$ cat config.mk
export PLATFORM = sky130hd
export DESIGN_NAME = mbus_boot_rom
export DESIGN_NICKNAME = d
export VERILOG_FILES = /design/src/rtl/mbr_pkg.sv /design/src/rtl/mbr_sync2.sv /design/src/rtl/mbr_edge.sv /design/src/rtl/mbr_addr_latch.sv /design/src/rtl/mbr_boot_rom.sv /design/src/rtl/mbr_port_out.sv /design/src/rtl/mbus_boot_rom.sv
export SDC_FILE = /design/constraint.sdc
export NUM_CORES = 1
export LEC_CHECK = 0
export ABC_AREA = 1
export BUFFER_PORTS_ARGS = -buffer_cell sky130_fd_sc_hd__buf_4
export CELL_PAD_IN_SITES_DETAIL_PLACEMENT = 0
export CELL_PAD_IN_SITES_GLOBAL_PLACEMENT = 1
export CORE_UTILIZATION = 41
export CTS_CLUSTER_SIZE = 28
export DETAILED_ROUTE_END_ITERATION = 8
export PLACE_DENSITY_LB_ADDON = 0.1
export SYNTH_ARGS = -nofsm -noshare
export SYNTH_HDL_FRONTEND = slang
export SYNTH_SLANG_ARGS = --single-unit
$ cat constraint.sdc
create_clock -name clk -period 3.8 [get_ports clk]
set_input_delay 0 -clock clk [delete_from_list [all_inputs] [get_ports clk]]
set_output_delay 0 -clock clk [all_outputs]
set_load 0.03 [all_outputs]
$ cat src/rtl/mbr_pkg.sv
package mbr_pkg;

  localparam int ADDR_W_DEF = 20;
  localparam int BYTE_W     = 8;
  localparam logic [BYTE_W-1:0] NOP_OP = 8'h90;

  // True when a sits inside [base, base+depth-1]
  function automatic logic in_window(input logic [ADDR_W_DEF-1:0] a,
                                     input logic [ADDR_W_DEF-1:0] base,
                                     input int unsigned depth);
    logic [ADDR_W_DEF:0] top;
    top = {1'b0, base} + (ADDR_W_DEF+1)'(depth) - 1'b1;
    return ({1'b0, a} >= {1'b0, base}) && ({1'b0, a} <= top);
  endfunction

  // True for an I/O write aimed at port zero
  function automatic logic port0_hit(input logic is_io,
                                     input logic [ADDR_W_DEF-1:0] a);
    return is_io && (a == '0);
  endfunction

endpackage

$ cat src/rtl/mbr_sync2.sv
module mbr_sync2 #(
  parameter int          W       = 1,
  parameter logic [W-1:0] RST_VAL = '0
) (
  input  logic         clk,
  input  logic         rst,
  input  logic [W-1:0] d,
  output logic [W-1:0] q
);
  logic [W-1:0] s1;

  always_ff @(posedge clk) begin
    if (rst) begin
      s1 <= RST_VAL;
      q  <= RST_VAL;
    end else begin
      s1 <= d;
      q  <= s1;
    end
  end
endmodule

$ cat src/rtl/mbr_edge.sv
module mbr_edge #(
  parameter bit   FALLING = 1'b0,
  parameter logic RST_VAL = 1'b0
) (
  input  logic clk,
  input  logic rst,
  input  logic lvl,
  output logic evt
);
  logic prev;

  always_ff @(posedge clk) begin
    if (rst) prev <= RST_VAL;
    else     prev <= lvl;
  end

  generate
    if (FALLING) begin : g_fall
      assign evt = prev & ~lvl;
    end else begin : g_rise
      assign evt = ~prev & lvl;
    end
  endgenerate
endmodule

$ cat src/rtl/mbr_addr_latch.sv
module mbr_addr_latch
  import mbr_pkg::*;
#(
  parameter int                  ADDR_W    = ADDR_W_DEF,
  parameter logic [ADDR_W-1:0]   WIN_BASE  = 20'hFFFF0,
  parameter int                  WIN_DEPTH = 16
) (
  input  logic              clk,
  input  logic              rst,
  input  logic              latch_evt,
  input  logic [ADDR_W-1:0] bus_addr,
  output logic [ADDR_W-1:0] addr_q,
  output logic              cs_q
);
  always_ff @(posedge clk) begin
    if (rst) begin
      addr_q <= '0;
      cs_q   <= 1'b0;
    end else if (latch_evt) begin
      addr_q <= bus_addr;
      cs_q   <= in_window(bus_addr, WIN_BASE, WIN_DEPTH);
    end
  end
endmodule

$ cat src/rtl/mbr_boot_rom.sv
module mbr_boot_rom
  import mbr_pkg::*;
#(
  parameter int                    DEPTH   = 16,
  parameter int                    IMG_LEN = 6,
  parameter logic [IMG_LEN*8-1:0]  IMG     = 48'hB004_E600_EBFA,
  localparam int                   IDX_W   = $clog2(DEPTH)
) (
  input  logic             cs,
  input  logic             rd_act,
  input  logic [IDX_W-1:0] idx,
  output logic [7:0]       data,
  output logic             oe
);
  logic [7:0] mem [DEPTH];

  // Image bytes first (first byte in the top bits), then no-op fill
  generate
    for (genvar i = 0; i < DEPTH; i++) begin : g_cell
      if (i < IMG_LEN) begin : g_img
        assign mem[i] = IMG[(IMG_LEN-1-i)*8 +: 8];
      end else begin : g_fill
        assign mem[i] = NOP_OP;
      end
    end
  endgenerate

  always_comb begin
    oe   = rd_act;
    data = 8'h00;
    if (rd_act) data = cs ? mem[idx] : NOP_OP;
  end
endmodule

$ cat src/rtl/mbr_port_out.sv
module mbr_port_out
  import mbr_pkg::*;
#(
  parameter int ADDR_W = ADDR_W_DEF
) (
  input  logic              clk,
  input  logic              rst,
  input  logic              wr_evt,
  input  logic              is_io,
  input  logic [ADDR_W-1:0] addr,
  input  logic [7:0]        wdata,
  output logic [7:0]        q
);
  always_ff @(posedge clk) begin
    if (rst)                                  q <= '0;
    else if (wr_evt && port0_hit(is_io, addr)) q <= wdata;
  end
endmodule

$ cat src/rtl/mbus_boot_rom.sv
module mbus_boot_rom
  import mbr_pkg::*;
#(
  parameter int                  ADDR_W    = ADDR_W_DEF,
  parameter logic [ADDR_W-1:0]   WIN_BASE  = 20'hFFFF0,
  parameter int                  ROM_DEPTH = 16,
  localparam int                 HI_W      = ADDR_W - 8,
  localparam int                 IDX_W     = $clog2(ROM_DEPTH)
) (
  input  logic              clk,
  input  logic              rst,
  input  logic [HI_W-1:0]   addr_hi_i,
  input  logic [7:0]        ad_i,
  input  logic              ale_i,
  input  logic              rd_n_i,
  input  logic              wr_n_i,
  input  logic              io_m_i,
  output logic [7:0]        ad_o,
  output logic              ad_oe,
  output logic [ADDR_W-1:0] addr_o,
  output logic              cs_o,
  output logic [7:0]        led_o
);
  // Synchronised strobes: {ale, rd_n, wr_n, io}
  logic [3:0]        strb_s;
  logic [ADDR_W-1:0] bus_s;
  logic              ale_s, rd_n_s, wr_n_s, io_s;

  // Named internal events
  logic ale_fall_evt;
  logic wr_rise_evt;
  logic rd_active;

  mbr_sync2 #(.W(4), .RST_VAL(4'b0110)) u_strb_sync (
    .clk(clk), .rst(rst),
    .d({ale_i, rd_n_i, wr_n_i, io_m_i}),
    .q(strb_s)
  );

  mbr_sync2 #(.W(ADDR_W), .RST_VAL('0)) u_bus_sync (
    .clk(clk), .rst(rst),
    .d({addr_hi_i, ad_i}),
    .q(bus_s)
  );

  assign {ale_s, rd_n_s, wr_n_s, io_s} = strb_s;
  assign rd_active = ~rd_n_s;

  mbr_edge #(.FALLING(1'b1), .RST_VAL(1'b0)) u_ale_edge (
    .clk(clk), .rst(rst), .lvl(ale_s), .evt(ale_fall_evt)
  );

  mbr_edge #(.FALLING(1'b0), .RST_VAL(1'b1)) u_wr_edge (
    .clk(clk), .rst(rst), .lvl(wr_n_s), .evt(wr_rise_evt)
  );

  mbr_addr_latch #(.ADDR_W(ADDR_W), .WIN_BASE(WIN_BASE), .WIN_DEPTH(ROM_DEPTH)) u_latch (
    .clk(clk), .rst(rst),
    .latch_evt(ale_fall_evt),
    .bus_addr(bus_s),
    .addr_q(addr_o),
    .cs_q(cs_o)
  );

  mbr_boot_rom #(.DEPTH(ROM_DEPTH)) u_rom (
    .cs(cs_o),
    .rd_act(rd_active),
    .idx(addr_o[IDX_W-1:0]),
    .data(ad_o),
    .oe(ad_oe)
  );

  mbr_port_out #(.ADDR_W(ADDR_W)) u_port (
    .clk(clk), .rst(rst),
    .wr_evt(wr_rise_evt),
    .is_io(io_s),
    .addr(addr_o),
    .wdata(bus_s[7:0]),
    .q(led_o)
  );
endmodule

==> results of run 1 <==
-- power by group through the flow --
stage               sequential (mW)  clock [mW]  combinational [mW]
finish                        0.873       0.673               0.148
global route                  0.877       0.734               0.166
CTS                           0.874       0.693               0.149
detailed placement            0.893           0               0.129
global placement              0.893           0               0.128
floorplan                     0.904           0              0.0719
-- registers in the layout (all words and copies together), names as in the netlist --
register,count
u_ale_edge.prev,1
u_latch.addr_q,20
u_wr_edge.prev,1
u_latch.cs_q,1
u_bus_sync.s1,20
u_bus_sync.q,20
u_strb_sync.s1,4
u_port.q,8
u_strb_sync.q,4
-- synthesized netlist by cell type, types with 2 or more instances --
master	n
o21ai_1	7
ha_1	3
nor2_1	92
nor2_4	2
or2_1	2
buf_2	5
nand2_1	30
inv_1	80
nor2_8	2
a21oi_1	10
o21ai_0	12
dfxtp_1	79
clkbuf_1	7
nand4_1	10
or2_2	3
inv_2	2
-- layer usage --
metal / vias up / share of wire [%] / wire, um / GRT usage [%]
li1: 1221 / - / - / -
met1: 988 / 46 / 2350 / 19.1
met2: 56 / 47 / 2440 / 26.5
met3: 8 / 5.0 / 256 / 4.57
met4: 0 / 1.7 / 89 / 7.86
met5: - / 0 / 0 / 0
-- worst reg2reg max path: cells and delay by family (launching register included) --
kind | cells | cell delay, ns
adder cells (fa/ha/maj) | 1 | 0.21
flip-flops | 1 | 0.35
buffers and inverters | 2 | 0.16
AND/OR/NAND/NOR | 5 | 0.66
-- cells by family (layout without fill, tap and decap cells) --
family	Yosys count	count (layout)	synth area share, %
simple gates	148	148	24.0
buf+inv	95	186	12.9
flops	79	79	55.8
compound gates	32	32	5.92
fa+ha+maj	3	3	1.32
-- repair_timing --
action | in CTS | in global routing
endpoints found under the setup margin | 0 | 0
buffers inserted | 0 | 0
hold endpoints to repair | 24 | 0
hold buffers | 24 | 0
-- final timing paths --
path / start / end / slack, ns
setup reg to reg: u_latch.addr_q[1] / u_port.q[3] / 2.36
hold reg to reg: u_bus_sync.s1[13] / u_bus_sync.q[13] / 0.40
hold / removal: rst / u_bus_sync.s1[18] / 0.11
setup / recovery: u_latch.addr_q[1] / ad_o[4] / 2.28
-- final cells by class --
type | count | share of cell area (%)
multi-input cells | 183 | 23.2
clock buffers | 9 | 3.25
well taps | 77 | 2.53
repair buffers | 88 | 18.9
clock inverters | 7 | 2.50
inverters | 82 | 8.08
flip-flops and latches | 79 | 41.5
==> flow_summary.json, run 1 <==
{
  "yosysWarningCount": 0,
  "antenna_found_initial": 0,
  "synth-main-ff-cell": "dfxtp_1",
  "cts_buffers": 9,
  "worstPathCellList": "inv_1, ha_1, o2111ai_1, nand2_1, inv_1, buf_4",
  "p_clk_share_pct": 39.7,
  "rows": 29,
  "peakVddDrop_v": 0.000254,
  "cts.sinks": 79,
  "final_common_cell": "nor2_1",
  "ant_nets": 0,
  "synthToLayoutAreaGrowth_pct": 34.5,
  "initial_utilization_pct": 43.6,
  "yosysTopAreaCell": "dfxtp_1",
  "synth_cells": 357,
  "synth_edf_count": 0,
  "seqCellArea_um2": 1580,
  "place_congestion": 0.727,
  "setup_ws_ns": 2.28,
  "critPathCaptureType": "output pin",
  "p_int_mw": 1.30,
  "max_freq_mhz": 658,
  "grt_use_total_pct": 16.0,
  "yosysTopAreaCellShare_pct": 55.8,
  "period_share_pct": 40.0,
  "whs_ns": 0.113,
  "netSwitchingFraction_pct": 23.4,
  "synth_area_um2": 2830,
  "dp_slack_ns": 2.35,
  "place_area_um2": 3350,
  "hpwl_um": 3480,
  "final_hold_viol_count": 0,
  "dieArea_um2": 7250,
  "worst-path-buf-inv": 3,
  "slowest_stage": "dfxtp_1",
  "grt_max_degree": 55,
  "wl_per_cell_um": 9.78,
  "fin_tns_setup_ns": 0,
  "pwr-share-seq_pct": 51.6,
  "grt_pass1_wl_um": 9010,
  "final_area_um2": 3810,
  "critPathTopFamily": "flip-flops",
  "crit_required_ns": 3.80,
  "p_switching_uw": 396,
  "ys_types": 27,
  "slowest_delay_ns": 0.40,
  "synth_area_leaders": "dfxtp_1, nor2_1, inv_1",
  "grt_overflow_total": 0,
  "path_common_cell": "inv_1",
  "setup_viol": 0,
  "cellPowerDensity_nw_per_um2": 444,
  "outcome": "completed",
  "crit_arrival_ns": 1.52,
  "nets": 472,
  "maxCapViolations": 0,
  "slew_headroom_pct": 65.6,
  "leakagePower_nw": 1.88,
  "synth_nets": 386,
  "finalNonFillerCells": 525,
  "h-tree-depth": 3,
  "start_kind": "flip-flop",
  "rr_worst_depth": 8,
  "power_mw": 1.69,
  "drtPass1Iterations": 4,
  "yosysSeqAreaShare_pct": 55.8,
  "drc": 0,
  "wl_um": 5140,
  "min_period_ns": 1.52,
  "drive_gt1_share_pct": 21.0,
  "core-area_um2": 6490,
  "crit_type": "reg -> out",
  "cts_tree": "yes",
  "antenna_cells": 0,
  "vias_per_cell": 4.33,
  "rsz0062_at_grt": "false",
  "die_h_um": 85.1,
  "cts-root-buf": "clkbuf_8",
  "insertion_delay_ns": 0.34,
  "worstPathMaxFanout": 5,
  "cp.depth": 6,
  "combinationalPowerShare_pct": 8.7,
  "post_cts_resized": 0,
  "io_pins": 64,
  "num_vias": 2273,
  "min_path_type": "in -> reg",
  "clkTransAtPathRegs_ns": 0.08,
  "layout_common_cells": "nor2_1, inv_1, dfxtp_1, buf_4, nand2_1",
  "drt_iter0_drc": 77,
  "ys_ff_latch": 79,
  "worst_pin_slew_ns": 0.516,
  "utilization_pct": 58.7,
  "finalClockSkew_ns": 0.00607,
  "numPlacedInstances": 485,
  "hold_depth": 2,
  "final_max_slew_viol_count": 0,
  "die_x_um": 85.1,
  "io_buffers": 63,
  "async_reset_ff_share_pct": 0,
  "fillers": 641,
  "clk_path_buf_depth": 2,
  "multi_input_comb_area_um2": 886,
  "first_global_vias": 2067,
  "postSynthAreaPerCell_um2": 7.94
}
Power figures use the tool's default switching activity.
==> run 2, diff against run 1 <==
--- a/config.mk
+++ b/config.mk
@@ -9,7 +9,7 @@
 export BUFFER_PORTS_ARGS = -buffer_cell sky130_fd_sc_hd__buf_4
 export CELL_PAD_IN_SITES_DETAIL_PLACEMENT = 0
 export CELL_PAD_IN_SITES_GLOBAL_PLACEMENT = 1
-export CORE_UTILIZATION = 41
+export CORE_UTILIZATION = 35
 export CTS_CLUSTER_SIZE = 28
 export DETAILED_ROUTE_END_ITERATION = 8
 export PLACE_DENSITY_LB_ADDON = 0.1
==> constraint.sdc (replaced) <==
create_clock -name clk -period 1.3 [get_ports clk]
set_input_delay 0 -clock clk [delete_from_list [all_inputs] [get_ports clk]]
set_output_delay 0 -clock clk [all_outputs]
set_load 0.03 [all_outputs]
==> run 2 against run 1 <==
The flow now finishes with violations (negative setup slack). Wire length grew 10%. Die area increased by 17%. Critical path depth unchanged. Count of clock-buffer cells in the layout unchanged. Hold slack gained 0.031 ns. Flip-flop and latch count unchanged. Cell count is 8.2% higher. Utilization fell by 5.0 points. Cell area is 9.5% higher. Global-route usage down 1.5 points. Sequential power rose to 2.9 times the previous value.
==> flow_summary.json, run 2 (same netlist as run 1, synthesis figures left out) <==
{
  "fillers": 770,
  "initial_utilization_pct": 36.5,
  "finalClockSkew_ns": 0.00841,
  "cellPowerDensity_nw_per_um2": 1140,
  "worstPathMaxFanout": 2,
  "cts_buffers": 9,
  "leakagePower_nw": 2.00,
  "netSwitchingFraction_pct": 24.1,
  "hpwl_um": 3760,
  "drtPass1Iterations": 4,
  "critPathCaptureType": "output pin",
  "dp_slack_ns": -0.0115,
  "drt_iter0_drc": 61,
  "die_h_um": 92.0,
  "layout_common_cells": "nor2_1, inv_1, dfxtp_1, buf_4, dlygate4sd3_1",
  "max_freq_mhz": 708,
  "violations": "negative setup slack",
  "cts-root-buf": "clkbuf_8",
  "io_pins": 64,
  "grt_use_total_pct": 14.5,
  "setup_viol": 13,
  "outcome": "complete, but fails checks",
  "fin_tns_setup_ns": -0.652,
  "nets": 490,
  "place_congestion": 0.714,
  "power_mw": 4.78,
  "top_regs": "u_bus_sync.q x20, u_bus_sync.s1 x20, u_latch.addr_q x20",
  "hold_start": "rst",
  "num_vias": 2305,
  "insertion_delay_ns": 0.33,
  "worst_pin_slew_ns": 0.387,
  "p_switching_mw": 1.15,
  "slew_headroom_pct": 74.1,
  "dieArea_um2": 8460,
  "rr_startpoint": "u_latch.addr_q[0]",
  "final_max_slew_viol_count": 0,
  "final_area_um2": 4170,
  "crit_type": "reg -> out",
  "min_period_ns": 1.41,
  "vias_per_cell": 4.06,
  "antenna_found_initial": 0,
  "wl_um": 5670,
  "first_global_vias": 2138,
  "place_area_um2": 3460,
  "io_buffers": 63,
  "crit_required_ns": 1.30,
  "h-tree-depth": 3,
  "cts_tree": "yes",
  "crit_arrival_ns": 1.41,
  "wl_per_cell_um": 9.98,
  "antenna_cells": 0,
  "grt_max_degree": 46,
  "setup_ws_ns": -0.113,
  "clk_path_buf_depth": 2,
  "synthToLayoutAreaGrowth_pct": 47.2,
  "start_kind": "flip-flop",
  "rsz0062_at_grt": "true",
  "maxCapViolations": 0,
  "peakVddDrop_v": 0.000554,
  "period_share_pct": 109,
  "combinationalPowerShare_pct": 10.5,
  "pwr-share-seq_pct": 53.5,
  "cp-startpoint": "u_latch.addr_q[0]",
  "drc": 0,
  "grt_pass1_wl_um": 9610,
  "final_common_cell": "nor2_1",
  "drive_gt1_share_pct": 28.5,
  "p_clk_share_pct": 36.0,
  "die_x_um": 92.0,
  "whs_ns": 0.144,
  "ant_nets": 0,
  "core-area_um2": 7770,
  "rows": 32,
  "clkTransAtPathRegs_ns": 0.08,
  "grt_overflow_total": 0,
  "min_path_type": "in -> reg",
  "p_int_mw": 3.62,
  "cts.sinks": 79,
  "final_hold_viol_count": 0
}
run 2: power by group through the flow:
stage,Combinational [mW],Clock (mW),Sequential (mW)
finish,0.503,1.72,2.55
global placement,0.397,0,2.61
floorplan,0.216,0,2.64
detailed placement,0.399,0,2.61
CTS,0.502,1.77,2.55
global route,0.557,1.88,2.56
run 2: cell type report:
class | count | area, um2 | share of cell area [%]
well taps | 102 | 128 | 3.06
repair buffers | 105 | 932 | 22.3
clock inverters | 7 | 63.8 | 1.53
multi-input cells | 184 | 1020 | 24.4
flip-flops and latches | 79 | 1600 | 38.3
inverters | 82 | 310 | 7.44
clock buffers | 9 | 124 | 2.97
run 2: worst paths after layout:
kind,cells after the start,to,slack [ns]
setup / recovery,6,ad_o[2],-0.11
hold / removal,3,u_bus_sync.q[13],0.14
setup reg to reg,9,u_port.q[1],-0.08
hold reg to reg,2,u_bus_sync.q[11],0.40
run 2: per-stage QoR:
stage / cells / utilization [%]
after floorplan: 357 / -
after global placement: 514 / 44.6
after detailed placement: 514 / 44.6
after CTS: 568 / 53.3
after global routing: 568 / 53.7
final: 568 / 53.7
run 2: routing by layer:
layer | GRT usage (%) | share of wire [%] | wire length [um]
met2 | 23.9 | 48 | 2730
met4 | 6.64 | 1.2 | 68
met3 | 3.48 | 4.3 | 245
met5 | 0 | 0 | 0
met1 | 17.9 | 46 | 2620
run 2: critical path, stage by stage (launching register included):
cell,delay (ns)
dfxtp_2,0.33
inv_2,0.05
buf_12,0.11
ha_4,0.26
nand3_4,0.08
nor2_4,0.11
buf_6,0.13
run 2: timing repair:
action,in CTS,in global routing
setup endpoints to repair,16,15
cloned,1,0
resized for setup,24,15
buffers inserted,5,0
pin swaps,25,15
endpoints found under the hold margin,24,0
hold buffers,32,0
==> run 3, diff against run 2 <==
--- a/config.mk
+++ b/config.mk
@@ -13,6 +13,8 @@
 export CTS_CLUSTER_SIZE = 28
 export DETAILED_ROUTE_END_ITERATION = 8
 export PLACE_DENSITY_LB_ADDON = 0.1
+export SLEW_MARGIN = 25
 export SYNTH_ARGS = -nofsm -noshare
 export SYNTH_HDL_FRONTEND = slang
 export SYNTH_SLANG_ARGS = --single-unit
+export TNS_END_PERCENT = 30
==> run 3 against run 2 <==
The run still ends with negative setup slack left. Global-route usage decreased by 0.33 points. First-iteration DRC count is 25% higher. Critical path depth is the same. Count of clock-buffer cells in the layout stayed put. Combinational power is 2% lower. Die area unchanged. Largest cell class unchanged.
==> flow_summary.json, run 3 (same netlist as run 1, synthesis figures left out) <==
{
  "outcome": "complete, but fails checks",
  "violations": "negative setup slack",
  "slowest_stage": "dfxtp_2",
  "rsz0062_at_grt": "true",
  "drive_gt1_share_pct": 26.6,
  "cp-startpoint": "u_latch.addr_q[0]",
  "grt_use_total_pct": 14.2,
  "whs_ns": 0.144,
  "p_switching_mw": 1.15,
  "antenna_cells": 0,
  "wl_per_cell_um": 9.85,
  "first_global_vias": 2123,
  "cts-root-buf": "clkbuf_8",
  "fillers": 771,
  "num_vias": 2282,
  "max_freq_mhz": 708,
  "io_pins": 64,
  "ant_nets": 0,
  "final_hold_viol_count": 0,
  "worstPathMaxFanout": 2,
  "core-area_um2": 7770,
  "setup_ws_ns": -0.113,
  "drtPass1Iterations": 4,
  "vias_per_cell": 4.04,
  "min_path_type": "in -> reg",
  "rows": 32,
  "grt_overflow_total": 0,
  "cts.sinks": 79,
  "cellPowerDensity_nw_per_um2": 1160,
  "h-tree-depth": 3,
  "grt_max_degree": 46,
  "grt_pass1_wl_um": 9430,
  "clk_path_buf_depth": 2,
  "synthToLayoutAreaGrowth_pct": 45.4,
  "cts_tree": "yes",
  "slew_headroom_pct": 74.4,
  "drc": 0,
  "hold_start": "rst",
  "die_x_um": 92.0,
  "insertion_delay_ns": 0.33,
  "multi_input_comb_area_um2": 996,
  "drt_iter0_drc": 76,
  "rrSetupSlack_ns": -0.06,
  "numPlacedInstances": 514,
  "dp_slack_ns": -0.0115,
  "combinationalPowerShare_pct": 10.3,
  "finalNonFillerCells": 565,
  "pwr-share-seq_pct": 53.5,
  "crit_required_ns": 1.30,
  "dieArea_um2": 8460,
  "slowest_delay_ns": 0.33,
  "peakVddDrop_v": 0.000554,
  "p_int_mw": 3.62,
  "wl_um": 5560,
  "p_clk_share_pct": 36.1,
  "critPathCaptureType": "output pin",
  "final_max_slew_viol_count": 0,
  "io_buffers": 63,
  "seqCellArea_um2": 1600,
  "start_kind": "flip-flop",
  "finalClockSkew_ns": 0.00640,
  "place_congestion": 0.714,
  "critPathTopFamily": "flip-flops",
  "worst_pin_slew_ns": 0.384,
  "setup_viol": 10,
  "worstPathCellList": "inv_2, buf_12, ha_4, nand3_4, nor2_4, buf_6",
  "leakagePower_nw": 1.97,
  "rr_startpoint": "u_latch.addr_q[0]",
  "period_share_pct": 109,
  "antenna_found_initial": 0,
  "nets": 487,
  "initial_utilization_pct": 36.5,
  "die_h_um": 92.0,
  "crit_arrival_ns": 1.41,
  "min_period_ns": 1.41,
  "top_regs": "u_bus_sync.q x20, u_bus_sync.s1 x20, u_latch.addr_q x20",
  "layout_common_cells": "nor2_1, inv_1, dfxtp_1, buf_4, dlygate4sd3_1",
  "netSwitchingFraction_pct": 24.1,
  "clkTransAtPathRegs_ns": 0.08,
  "worst-path-buf-inv": 3,
  "final_common_cell": "nor2_1",
  "crit_type": "reg -> out",
  "cts_buffers": 9,
  "hpwl_um": 3760,
  "maxCapViolations": 0
}
## run 3: tightest hold or removal path, cell delays in order
cell	delay, ns
buf_4	0.15
buf_12	0.19
nor2_1	0.10
## run 3: what timing repair did
action	in CTS	in global routing
gates resized for setup	24	8
hold endpoints to repair	24	0
hold buffers	32	0
setup endpoints to repair	16	15
setup buffers	2	1
pin swaps	8	8
## run 3: final cells by class
| cell class | instances | area share (%) |
|---|---|---|
| inverters | 82 | 7.53 |
| clock inverters | 7 | 1.55 |
| repair buffers | 103 | 21.9 |
| multi-input cells | 183 | 24.2 |
| clock buffers | 9 | 3.01 |
| flip-flops and latches | 79 | 38.7 |
| well taps | 102 | 3.10 |
## run 3: metal layers
metal  vias up  track usage [%]  wire length [um]
met5         -                0                 0
met4         0             6.64                69
met3         7             3.48               214
met2        48             23.9              2670
met1       978             16.9              2610
li1       1249                -                 -
## run 3: power groups by stage
stage          clock network [mW]  registers, mW  logic, mW
4_1_cts                      1.77           2.55      0.492
3_3_place_gp                    0           2.61      0.397
2_1_floorplan                   0           2.64      0.216
3_5_place_dp                    0           2.61      0.399
6_report                     1.72           2.55      0.492
5_1_grt                      1.88           2.56      0.546
## run 3: metrics by stage
stage / TNS [ns] / area (um2) / power, mW / utilization (%)
final: -0.550 / 4120 / 4.77 / 53.1
after detailed placement: -0.0115 / 3460 / 3.01 / 44.6
after global routing: -1.92 / 4120 / 4.99 / 53.1
after floorplan: 0 / 2870 / 2.86 / -
after CTS: -0.526 / 4090 / 4.82 / 52.7
after global placement: 0 / 3460 / 3.01 / 44.6
## run 3: final timing paths
check / depth (start not counted) / to
worst max-delay path: 6 / ad_o[2]
worst min-delay path: 3 / u_bus_sync.q[13]
worst max register to register: 9 / u_port.q[1]
worst min register to register: 2 / u_bus_sync.q[11]
